File: src/rtl/smem_pkg.sv
package smem_pkg;

    typedef enum logic [3:0] {
        ST_IDLE,
        ST_DEV,
        ST_DEV_ACK,
        ST_WADDR,
        ST_WADDR_ACK,
        ST_WDATA,
        ST_WDATA_ACK,
        ST_RDATA,
        ST_RACK,
        ST_WAIT_STOP
    } smem_state_e;

endpackage

File: src/rtl/smem_scl_edge.sv
module smem_scl_edge (
    input  logic clk,
    input  logic rst_n,
    input  logic scl_i,
    output logic rise_o,
    output logic fall_o
);
    logic scl_q;

    always_ff @(posedge clk or negedge rst_n) begin
        if (!rst_n) scl_q <= 1'b1;
        else        scl_q <= scl_i;
    end

    assign rise_o = scl_i & ~scl_q;
    assign fall_o = ~scl_i & scl_q;
endmodule

File: src/rtl/smem_addr_dec.sv
module smem_addr_dec #(
    parameter int ADDR_W = 9
) (
    input  logic [6:0]       dev_bits_i,   // address byte bits 7:1
    input  logic [2:0]       pins_i,
    output logic             hit_o,
    output logic [((ADDR_W > 8) ? ADDR_W - 8 : 1) - 1:0] blk_o
);
    localparam int BLK_BITS = (ADDR_W > 8) ? ADDR_W - 8 : 0;
    localparam int BLK_W    = (BLK_BITS > 0) ? BLK_BITS : 1;

    logic miss;

    always_comb begin
        miss = (dev_bits_i[6:3] != 4'b1010);
        for (int i = 0; i < 3; i++) begin
            if (i >= BLK_BITS) miss = miss | (dev_bits_i[i] ^ pins_i[i]);
        end
    end

    assign hit_o = ~miss;

    generate
        if (BLK_BITS > 0) begin : g_blk
            assign blk_o = dev_bits_i[BLK_W-1:0];
        end else begin : g_noblk
            assign blk_o = '0;
        end
    endgenerate
endmodule

File: src/rtl/smem_ptr_next.sv
module smem_ptr_next #(
    parameter int ADDR_W = 9,
    parameter int PAGE_W = 4
) (
    input  logic [ADDR_W-1:0] ptr_i,
    input  logic [((ADDR_W > 8) ? ADDR_W - 8 : 1) - 1:0] blk_i,
    input  logic [7:0]        word_i,
    output logic [ADDR_W-1:0] page_inc_o,
    output logic [ADDR_W-1:0] full_inc_o,
    output logic [ADDR_W-1:0] load_o
);
    logic [PAGE_W-1:0] low_inc;

    assign low_inc    = ptr_i[PAGE_W-1:0] + 1'b1;
    assign page_inc_o = {ptr_i[ADDR_W-1:PAGE_W], low_inc};
    assign full_inc_o = ptr_i + 1'b1;

    generate
        if (ADDR_W > 8) begin : g_wide
            assign load_o = {blk_i, word_i};
        end else begin : g_narrow
            assign load_o = word_i[ADDR_W-1:0];
        end
    endgenerate
endmodule

File: src/rtl/smem_i2c_slave.sv
module smem_i2c_slave
    import smem_pkg::*;
#(
    parameter int ADDR_W = 9,
    parameter int PAGE_W = 4
) (
    input  logic              clk,
    input  logic              rst_n,
    input  logic              scl_i,
    input  logic              sda_i,
    input  logic              start_i,
    input  logic              stop_i,
    input  logic [2:0]        pins_i,
    input  logic              wp_i,
    input  logic              busy_i,
    input  logic [7:0]        rd_data_i,
    output logic              sda_oe_o,
    output logic              wr_valid_o,
    output logic [ADDR_W-1:0] wr_addr_o,
    output logic [7:0]        wr_data_o,
    output logic              wr_commit_o,
    output logic [ADDR_W-1:0] rd_addr_o
);
    localparam int BLK_BITS = (ADDR_W > 8) ? ADDR_W - 8 : 0;
    localparam int BLK_W    = (BLK_BITS > 0) ? BLK_BITS : 1;

    typedef struct packed {
        smem_state_e       state;
        logic [3:0]        cnt;
        logic [7:0]        shreg;
        logic              ack;
        logic              rw;
        logic [BLK_W-1:0]  blk;
        logic [ADDR_W-1:0] ptr;
        logic              pending;
        logic              oe;
        logic              wr_valid;
        logic [ADDR_W-1:0] wr_addr;
        logic [7:0]        wr_data;
        logic              commit;
    } regs_t;

    regs_t r_q, r_d;

    logic              scl_rise, scl_fall;
    logic              dev_hit;
    logic [BLK_W-1:0]  dev_blk;
    logic [ADDR_W-1:0] ptr_page_inc, ptr_full_inc, ptr_load;
    logic              byte_done, ack_done, take;

    smem_scl_edge u_edge (
        .clk    (clk),
        .rst_n  (rst_n),
        .scl_i  (scl_i),
        .rise_o (scl_rise),
        .fall_o (scl_fall)
    );

    smem_addr_dec #(.ADDR_W(ADDR_W)) u_dec (
        .dev_bits_i (r_q.shreg[7:1]),
        .pins_i     (pins_i),
        .hit_o      (dev_hit),
        .blk_o      (dev_blk)
    );

    smem_ptr_next #(.ADDR_W(ADDR_W), .PAGE_W(PAGE_W)) u_ptr (
        .ptr_i      (r_q.ptr),
        .blk_i      (r_q.blk),
        .word_i     (r_q.shreg),
        .page_inc_o (ptr_page_inc),
        .full_inc_o (ptr_full_inc),
        .load_o     (ptr_load)
    );

    assign byte_done = scl_fall && (r_q.cnt == 4'd8);
    assign ack_done  = scl_fall && (r_q.cnt == 4'd1);

    always_comb begin
        r_d          = r_q;
        r_d.wr_valid = 1'b0;
        r_d.commit   = 1'b0;
        take         = 1'b0;

        if (stop_i) begin
            r_d.state   = ST_IDLE;
            r_d.oe      = 1'b0;
            r_d.commit  = r_q.pending;
            r_d.pending = 1'b0;
            r_d.cnt     = '0;
        end else if (start_i) begin
            r_d.state   = ST_DEV;
            r_d.oe      = 1'b0;
            r_d.pending = 1'b0;
            r_d.cnt     = '0;
        end else begin
            case (r_q.state)
                ST_DEV, ST_WADDR, ST_WDATA: begin
                    if (scl_rise) begin
                        r_d.shreg = {r_q.shreg[6:0], sda_i};
                        r_d.cnt   = r_q.cnt + 4'd1;
                    end else if (byte_done) begin
                        r_d.cnt = '0;
                        unique case (r_q.state)
                            ST_DEV: begin
                                take      = dev_hit && !busy_i;
                                r_d.state = ST_DEV_ACK;
                                if (take) begin
                                    r_d.rw  = r_q.shreg[0];
                                    r_d.blk = dev_blk;
                                end
                            end
                            ST_WADDR: begin
                                take      = !busy_i;
                                r_d.state = ST_WADDR_ACK;
                                if (take) r_d.ptr = ptr_load;
                            end
                            default: begin
                                take      = !busy_i && !wp_i;
                                r_d.state = ST_WDATA_ACK;
                                if (take) begin
                                    r_d.wr_valid = 1'b1;
                                    r_d.wr_addr  = r_q.ptr;
                                    r_d.wr_data  = r_q.shreg;
                                    r_d.ptr      = ptr_page_inc;
                                    r_d.pending  = 1'b1;
                                end
                            end
                        endcase
                        r_d.ack = take;
                        r_d.oe  = take;
                    end
                end
                ST_DEV_ACK, ST_WADDR_ACK, ST_WDATA_ACK: begin
                    if (scl_rise) begin
                        r_d.cnt = 4'd1;
                    end else if (ack_done) begin
                        r_d.cnt = '0;
                        r_d.oe  = 1'b0;
                        if (!r_q.ack) begin
                            r_d.state = ST_WAIT_STOP;
                        end else if (r_q.state == ST_DEV_ACK) begin
                            if (r_q.rw) begin
                                r_d.state = ST_RDATA;
                                r_d.shreg = rd_data_i;
                                r_d.oe    = ~rd_data_i[7];
                            end else begin
                                r_d.state = ST_WADDR;
                            end
                        end else begin
                            r_d.state = ST_WDATA;
                        end
                    end
                end
                ST_RDATA: begin
                    if (scl_rise) begin
                        r_d.cnt = r_q.cnt + 4'd1;
                    end else if (byte_done) begin
                        r_d.cnt   = '0;
                        r_d.oe    = 1'b0;
                        r_d.ptr   = ptr_full_inc;
                        r_d.state = ST_RACK;
                    end else if (scl_fall && r_q.cnt != 4'd0) begin
                        r_d.shreg = {r_q.shreg[6:0], 1'b0};
                        r_d.oe    = ~r_q.shreg[6];
                    end
                end
                ST_RACK: begin
                    if (scl_rise) begin
                        r_d.cnt = 4'd1;
                        r_d.ack = ~sda_i;
                    end else if (ack_done) begin
                        r_d.cnt = '0;
                        if (r_q.ack) begin
                            r_d.state = ST_RDATA;
                            r_d.shreg = rd_data_i;
                            r_d.oe    = ~rd_data_i[7];
                        end else begin
                            r_d.state = ST_WAIT_STOP;
                        end
                    end
                end
                default: ;
            endcase
        end
    end

    always_ff @(posedge clk or negedge rst_n) begin
        if (!rst_n) begin
            r_q       <= '0;
            r_q.state <= ST_IDLE;
        end else begin
            r_q <= r_d;
        end
    end

    assign sda_oe_o    = r_q.oe;
    assign wr_valid_o  = r_q.wr_valid;
    assign wr_addr_o   = r_q.wr_addr;
    assign wr_data_o   = r_q.wr_data;
    assign wr_commit_o = r_q.commit;
    assign rd_addr_o   = r_q.ptr;

    // the SDA enable only rises while SCL is low
    a_r3_oe_rise_scl_low: assert property (@(posedge clk) disable iff (!rst_n)
        $rose(sda_oe_o) |-> !scl_i);

    // no acknowledge is started while busy
    a_r4_no_ack_busy: assert property (@(posedge clk) disable iff (!rst_n)
        ($rose(sda_oe_o) && r_q.state != ST_RDATA) |-> !$past(busy_i));

    // no data byte is accepted under write protect
    a_r5_wp_no_write: assert property (@(posedge clk) disable iff (!rst_n)
        wr_valid_o |-> !$past(wp_i));

    // after each accepted byte the pointer sits at the next page slot
    a_r6_page_step: assert property (@(posedge clk) disable iff (!rst_n)
        wr_valid_o |-> (rd_addr_o[PAGE_W-1:0] == PAGE_W'(wr_addr_o[PAGE_W-1:0] + 1'b1)
                        && rd_addr_o[ADDR_W-1:PAGE_W] == wr_addr_o[ADDR_W-1:PAGE_W]));

    // a commit only follows a stop strobe
    a_r7_commit_after_stop: assert property (@(posedge clk) disable iff (!rst_n)
        wr_commit_o |-> $past(stop_i));

    // SDA stays released while waiting for stop
    a_r11_released_waiting: assert property (@(posedge clk) disable iff (!rst_n)
        (r_q.state == ST_WAIT_STOP) |-> !sda_oe_o);
endmodule

File: config.mk
export PLATFORM = sky130hd
export DESIGN_NAME = smem_i2c_slave
export DESIGN_NICKNAME = d
export VERILOG_FILES = /design/src/rtl/smem_pkg.sv /design/src/rtl/smem_scl_edge.sv /design/src/rtl/smem_addr_dec.sv /design/src/rtl/smem_ptr_next.sv /design/src/rtl/smem_i2c_slave.sv
export SDC_FILE = /design/constraint.sdc
export NUM_CORES = 1
export LEC_CHECK = 0
export ABC_CLOCK_PERIOD_IN_PS = 2900
export BUFFER_PORTS_ARGS = -buffer_cell sky130_fd_sc_hd__buf_2
export CORE_UTILIZATION = 45
export CTS_BUF_LIST = sky130_fd_sc_hd__clkbuf_4 sky130_fd_sc_hd__clkbuf_8 sky130_fd_sc_hd__clkbuf_16
export DETAILED_ROUTE_END_ITERATION = 7
export PLACE_DENSITY = 0.77
export SLEW_MARGIN = 15
export SYNTH_ARGS = -nofsm -noshare
export SYNTH_HDL_FRONTEND = slang
export SYNTH_SLANG_ARGS = --single-unit
File: constraint.sdc
create_clock -name clk -period 2.9 [get_ports clk]
set_input_delay 0.145 -clock clk [delete_from_list [all_inputs] [get_ports clk]]
set_output_delay 0.145 -clock clk [all_outputs]
set_load 0.005 [all_outputs]
==> run summary <==
================================================================================
Residual overflow from global routing .............................            0
Average cell area after synthesis .................................    10.12 um2
Placeable Area ....................................................     6907 um2
Synthesis warning total ...........................................            0
Reg-to-reg endpoint ............................................... rd_addr_o[3]
Hold Crit Class ................................................... input port to asynchronous set/reset pin
Met2 wire length ..................................................      3681 um
Global Route Usage Sum ............................................       21.83%
Synthesized Nets ..................................................          346
Max_cap viols .....................................................            0
Nets@finish .......................................................          374
Routed vias .......................................................         2637
Die Wd ............................................................     87.24 um
Fin crit period ...................................................     2.474 ns
Area added between synthesis and finish ...........................       9.185%
HPWL Detailed .....................................................      5588 um
Detailed Routing Iterations Pass 1 ................................            4
Die Y .............................................................     87.24 um
Starting density of the core ......................................       47.34%
Main synth FF type ................................................ sky130_fd_sc_hd__dfrtp_1
Number of DRC markers in iteration 0 ..............................          241
Post-CTS setup repair buffer count ................................            0
Wire length of the first global-routing pass ......................     12830 um
Number of antenna violations at the first check in global routing .            0
Max-slew headroom .................................................       37.80%
Clock H-tree levels ...............................................            2
Data arrival time of the critical path ............................      2.68 ns
Final hold vios ...................................................           39
Post-route DRC violation count ....................................            0
Num CTS Buffers ...................................................            5
Hold buffers post-CTS .............................................            1
Post-synth design cell area .......................................     3269 um2
Maximum number of pins on one net before global-route repair ......           42
Number of enable flip-flop cells after synthesis ..................            0
Total power density per cell area ................................. 413.1 nW/um2
Detailed-routing wirelength on met1 ...............................      3591 um
Final-report setup violation count ................................            0
Register-to-Register Path Depth ...................................            6
Die area ..........................................................     7610 um2
Worst Setup EP .................................................... rd_addr_o[3]
Buffer type at the clock tree root ................................ sky130_fd_sc_hd__clkbuf_8
Async SR Flop Fraction ............................................       100.0%
Max-slew violation total from the final report ....................            0
# clock sinks .....................................................           50
Clock-pin slew on the worst setup and hold paths ..................      0.10 ns
Routed length per placed instance .................................     17.38 um
Met3 routed wirelength ............................................       389 um
CTS resizes .......................................................            0
Final standard cell utilization of the core .......................       51.68%
Leading cell types by total area after synthesis .................. sky130_fd_sc_hd__dfrtp_1 (38%), sky130_fd_sc_hd__mux2_2 (10%), sky130_fd_sc_hd__buf_4 (6.0%)
Share of the synthesized area in the top cell type ................       37.50%
Total of flip-flops plus latches after synthesis ..................           50
Worst-case clock buffer depth .....................................            2
Cell accounting for the most synthesized area ..................... sky130_fd_sc_hd__dfrtp_1
Clock skew ........................................................  0.005934 ns
Worst IR Drop VDD .................................................  0.0002101 V
Highest attainable clock frequency ................................    404.2 MHz
Count of buffers inserted at the top-level ports ..................           46
Kind of start point of the critical path ..........................    flip-flop
Status ............................................................ finished, violations left
Residual antenna-violating net count after detailed routing .......            0
Sequential area share after synthesis .............................       38.31%
Insertion delay to the later sink of the worst-skew pair ..........      0.31 ns
Total leakage power ...............................................     1.621 nW
Critical R2R Launch ...............................................      r_q[41]
Post-Synthesis Cells ..............................................          323
Accumulated negative setup slack ..................................         0 ns
Critical Setup Path Class ......................................... flip-flop to flip-flop
Overall power after layout ........................................   0.001475 W
TritonCTS clock tree ..............................................         done
CP Capture Type ...................................................    flip-flop
Unique cell type count in the Yosys netlist .......................           66
Standard-cell row count ...........................................           30
Total detailed-routing wirelength .................................      7786 um
Crit-path max FO ..................................................            7
Via count of the first global-routing pass ........................         2527
Register-to-Register Setup Slack ..................................      0.43 ns
Unrepaired setup endpoints after global routing ...................        false
Number of filler instances in the final layout ....................          656
I/O pin count .....................................................           48
Fraction of layout instances using a drive strength above 1 .......       34.09%
Number of vias per cell ...........................................        5.886
Gpl congestion ....................................................       0.9330
DR top layer ......................................................         met4
ANT cells .........................................................            0
Startpoint of the most critical setup path ........................      r_q[41]
Slew at the pin closest to its max-slew limit .....................    0.9331 ns
Period Utilization, post-route ....................................       85.31%
Worst Hold Slack ..................................................  -0.04024 ns
Data required time at the worst endpoint ..........................      3.10 ns
Violated checks ...................................................  hold timing
================================================================================
through the flow:
step	instances	worst slack, ns	instance area [um2]
after floorplan	323	0.7248	3269
after global placement	439	0.5336	3443
after detailed placement	439	0.4419	3443
after CTS	448	0.4296	3570
after global routing	448	0.2063	3570
final	448	0.4260	3570
flip-flops by register name, summed over array words and instances, names as in the netlist:
signal        flops
wr_commit_o       1
sda_oe_o          1
wr_addr_o         9
wr_data_o         8
wr_valid_o        1
u_edge.scl_q      1
rd_addr_o         9
r_q              20
report_power, final:
group / internal, W / switching, W
Clock: 0.000262 / 0.000263
Sequential: 0.000730 / 0.0000558
Combinational: 0.0000844 / 0.0000794
per-layer routing:
metal,global-route usage (%),vias up
met5,0,-
met4,7.004,0
met3,3.791,11
met2,35.43,94
met1,29.68,1304
li1,-,1228
critical path, cell delays in order (launching register included):
cell                        delay [ns]
sky130_fd_sc_hd__dfrtp_1          0.47
sky130_fd_sc_hd__inv_1            0.09
sky130_fd_sc_hd__ha_1             0.23
sky130_fd_sc_hd__nor4bb_1         0.39
sky130_fd_sc_hd__nand2_1          0.29
sky130_fd_sc_hd__a2111oi_4        0.52
sky130_fd_sc_hd__mux2_2           0.38
synthesized netlist by cell type, drive strengths merged, types with 2 or more instances:
cell type / number
or3b: 3
a221oi: 2
nand4bb: 2
mux2: 38
buf: 35
nor3: 10
nand2b: 6
nor3b: 2
ha: 4
o22ai: 4
nand4: 4
a31oi: 4
nor2: 20
nand4b: 3
clkbuf: 5
o21ai: 23
a2111oi: 5
o31a: 4
a22oi: 3
xor2: 2
dfrtp: 49
o31ai: 4
and3: 4
o221ai: 2
nand2: 12
inv: 13
nor2b: 3
a21oi: 17
o21a: 4
nor4: 6
xnor2: 2
nand3: 8
a211oi: 2
logic make-up (layout without fill, tap and decap cells):
kind of cell	count (synthesis)	after routing	share of synthesized area (%)
mux	38	38	14.12
fa+ha+maj	5	5	1.837
compound gates	81	81	16.65
simple gates	92	92	17.91
flops	50	50	38.31
buf+inv	53	82	10.10
xor+xnor	4	4	1.072
cell type report:
class / instances / area, um2 / share of cell area, %
Inverter: 13 / 48.80 / 1.367
Timing Repair Buffer: 61 / 345.3 / 9.674
Clock inverter: 3 / 47.55 / 1.332
Multi-Input combinational cell: 220 / 1687 / 47.25
Sequential cell: 50 / 1252 / 35.09
Tap cell: 96 / 120.1 / 3.365
Clock buffer: 5 / 68.82 / 1.928
worst min-delay path by stage:
stage / from / endpoint / cells past startpoint / slack [ns]
4_1_cts: stop_i / r_q[45] / 2 / 0.005
3_3_place_gp: scl_i / u_edge.scl_q / 1 / 0.31
6_report: rst_n / r_q[43] / 1 / -0.04
3_5_place_dp: scl_i / u_edge.scl_q / 1 / 0.31
5_1_grt: stop_i / r_q[45] / 2 / 0.02
2_1_floorplan: rst_n / r_q[20] / 0 / -0.15
cells in the final DEF (no fill, tap or decap), types with 2 or more instances in the layout:
cell type / instances
sky130_fd_sc_hd__nand4b_1: 3
sky130_fd_sc_hd__a22oi_1: 3
sky130_fd_sc_hd__inv_1: 13
sky130_fd_sc_hd__o31a_1: 4
sky130_fd_sc_hd__dfrtp_1: 49
sky130_fd_sc_hd__o21ai_0: 23
sky130_fd_sc_hd__ha_1: 4
sky130_fd_sc_hd__o221ai_1: 2
sky130_fd_sc_hd__a21oi_1: 17
sky130_fd_sc_hd__nor3b_1: 2
sky130_fd_sc_hd__and3_1: 4
sky130_fd_sc_hd__mux2_2: 29
sky130_fd_sc_hd__o22ai_1: 4
sky130_fd_sc_hd__nand3_1: 8
sky130_fd_sc_hd__nor2b_1: 3
sky130_fd_sc_hd__xnor2_1: 2
sky130_fd_sc_hd__nand4_1: 3
sky130_fd_sc_hd__a2111oi_0: 4
sky130_fd_sc_hd__nand2b_1: 5
sky130_fd_sc_hd__a221oi_1: 2
sky130_fd_sc_hd__nor3_1: 8
sky130_fd_sc_hd__a31oi_1: 4
sky130_fd_sc_hd__o31ai_1: 4
sky130_fd_sc_hd__xor2_1: 2
sky130_fd_sc_hd__o21a_1: 4
sky130_fd_sc_hd__nor4_1: 5
sky130_fd_sc_hd__clkbuf_8: 5
sky130_fd_sc_hd__nor2_1: 19
sky130_fd_sc_hd__mux2_4: 9
sky130_fd_sc_hd__nand2_1: 12
sky130_fd_sc_hd__a211oi_1: 2
sky130_fd_sc_hd__or3b_2: 2
sky130_fd_sc_hd__buf_4: 14
sky130_fd_sc_hd__buf_2: 46
Power figures use the tool's default switching activity.
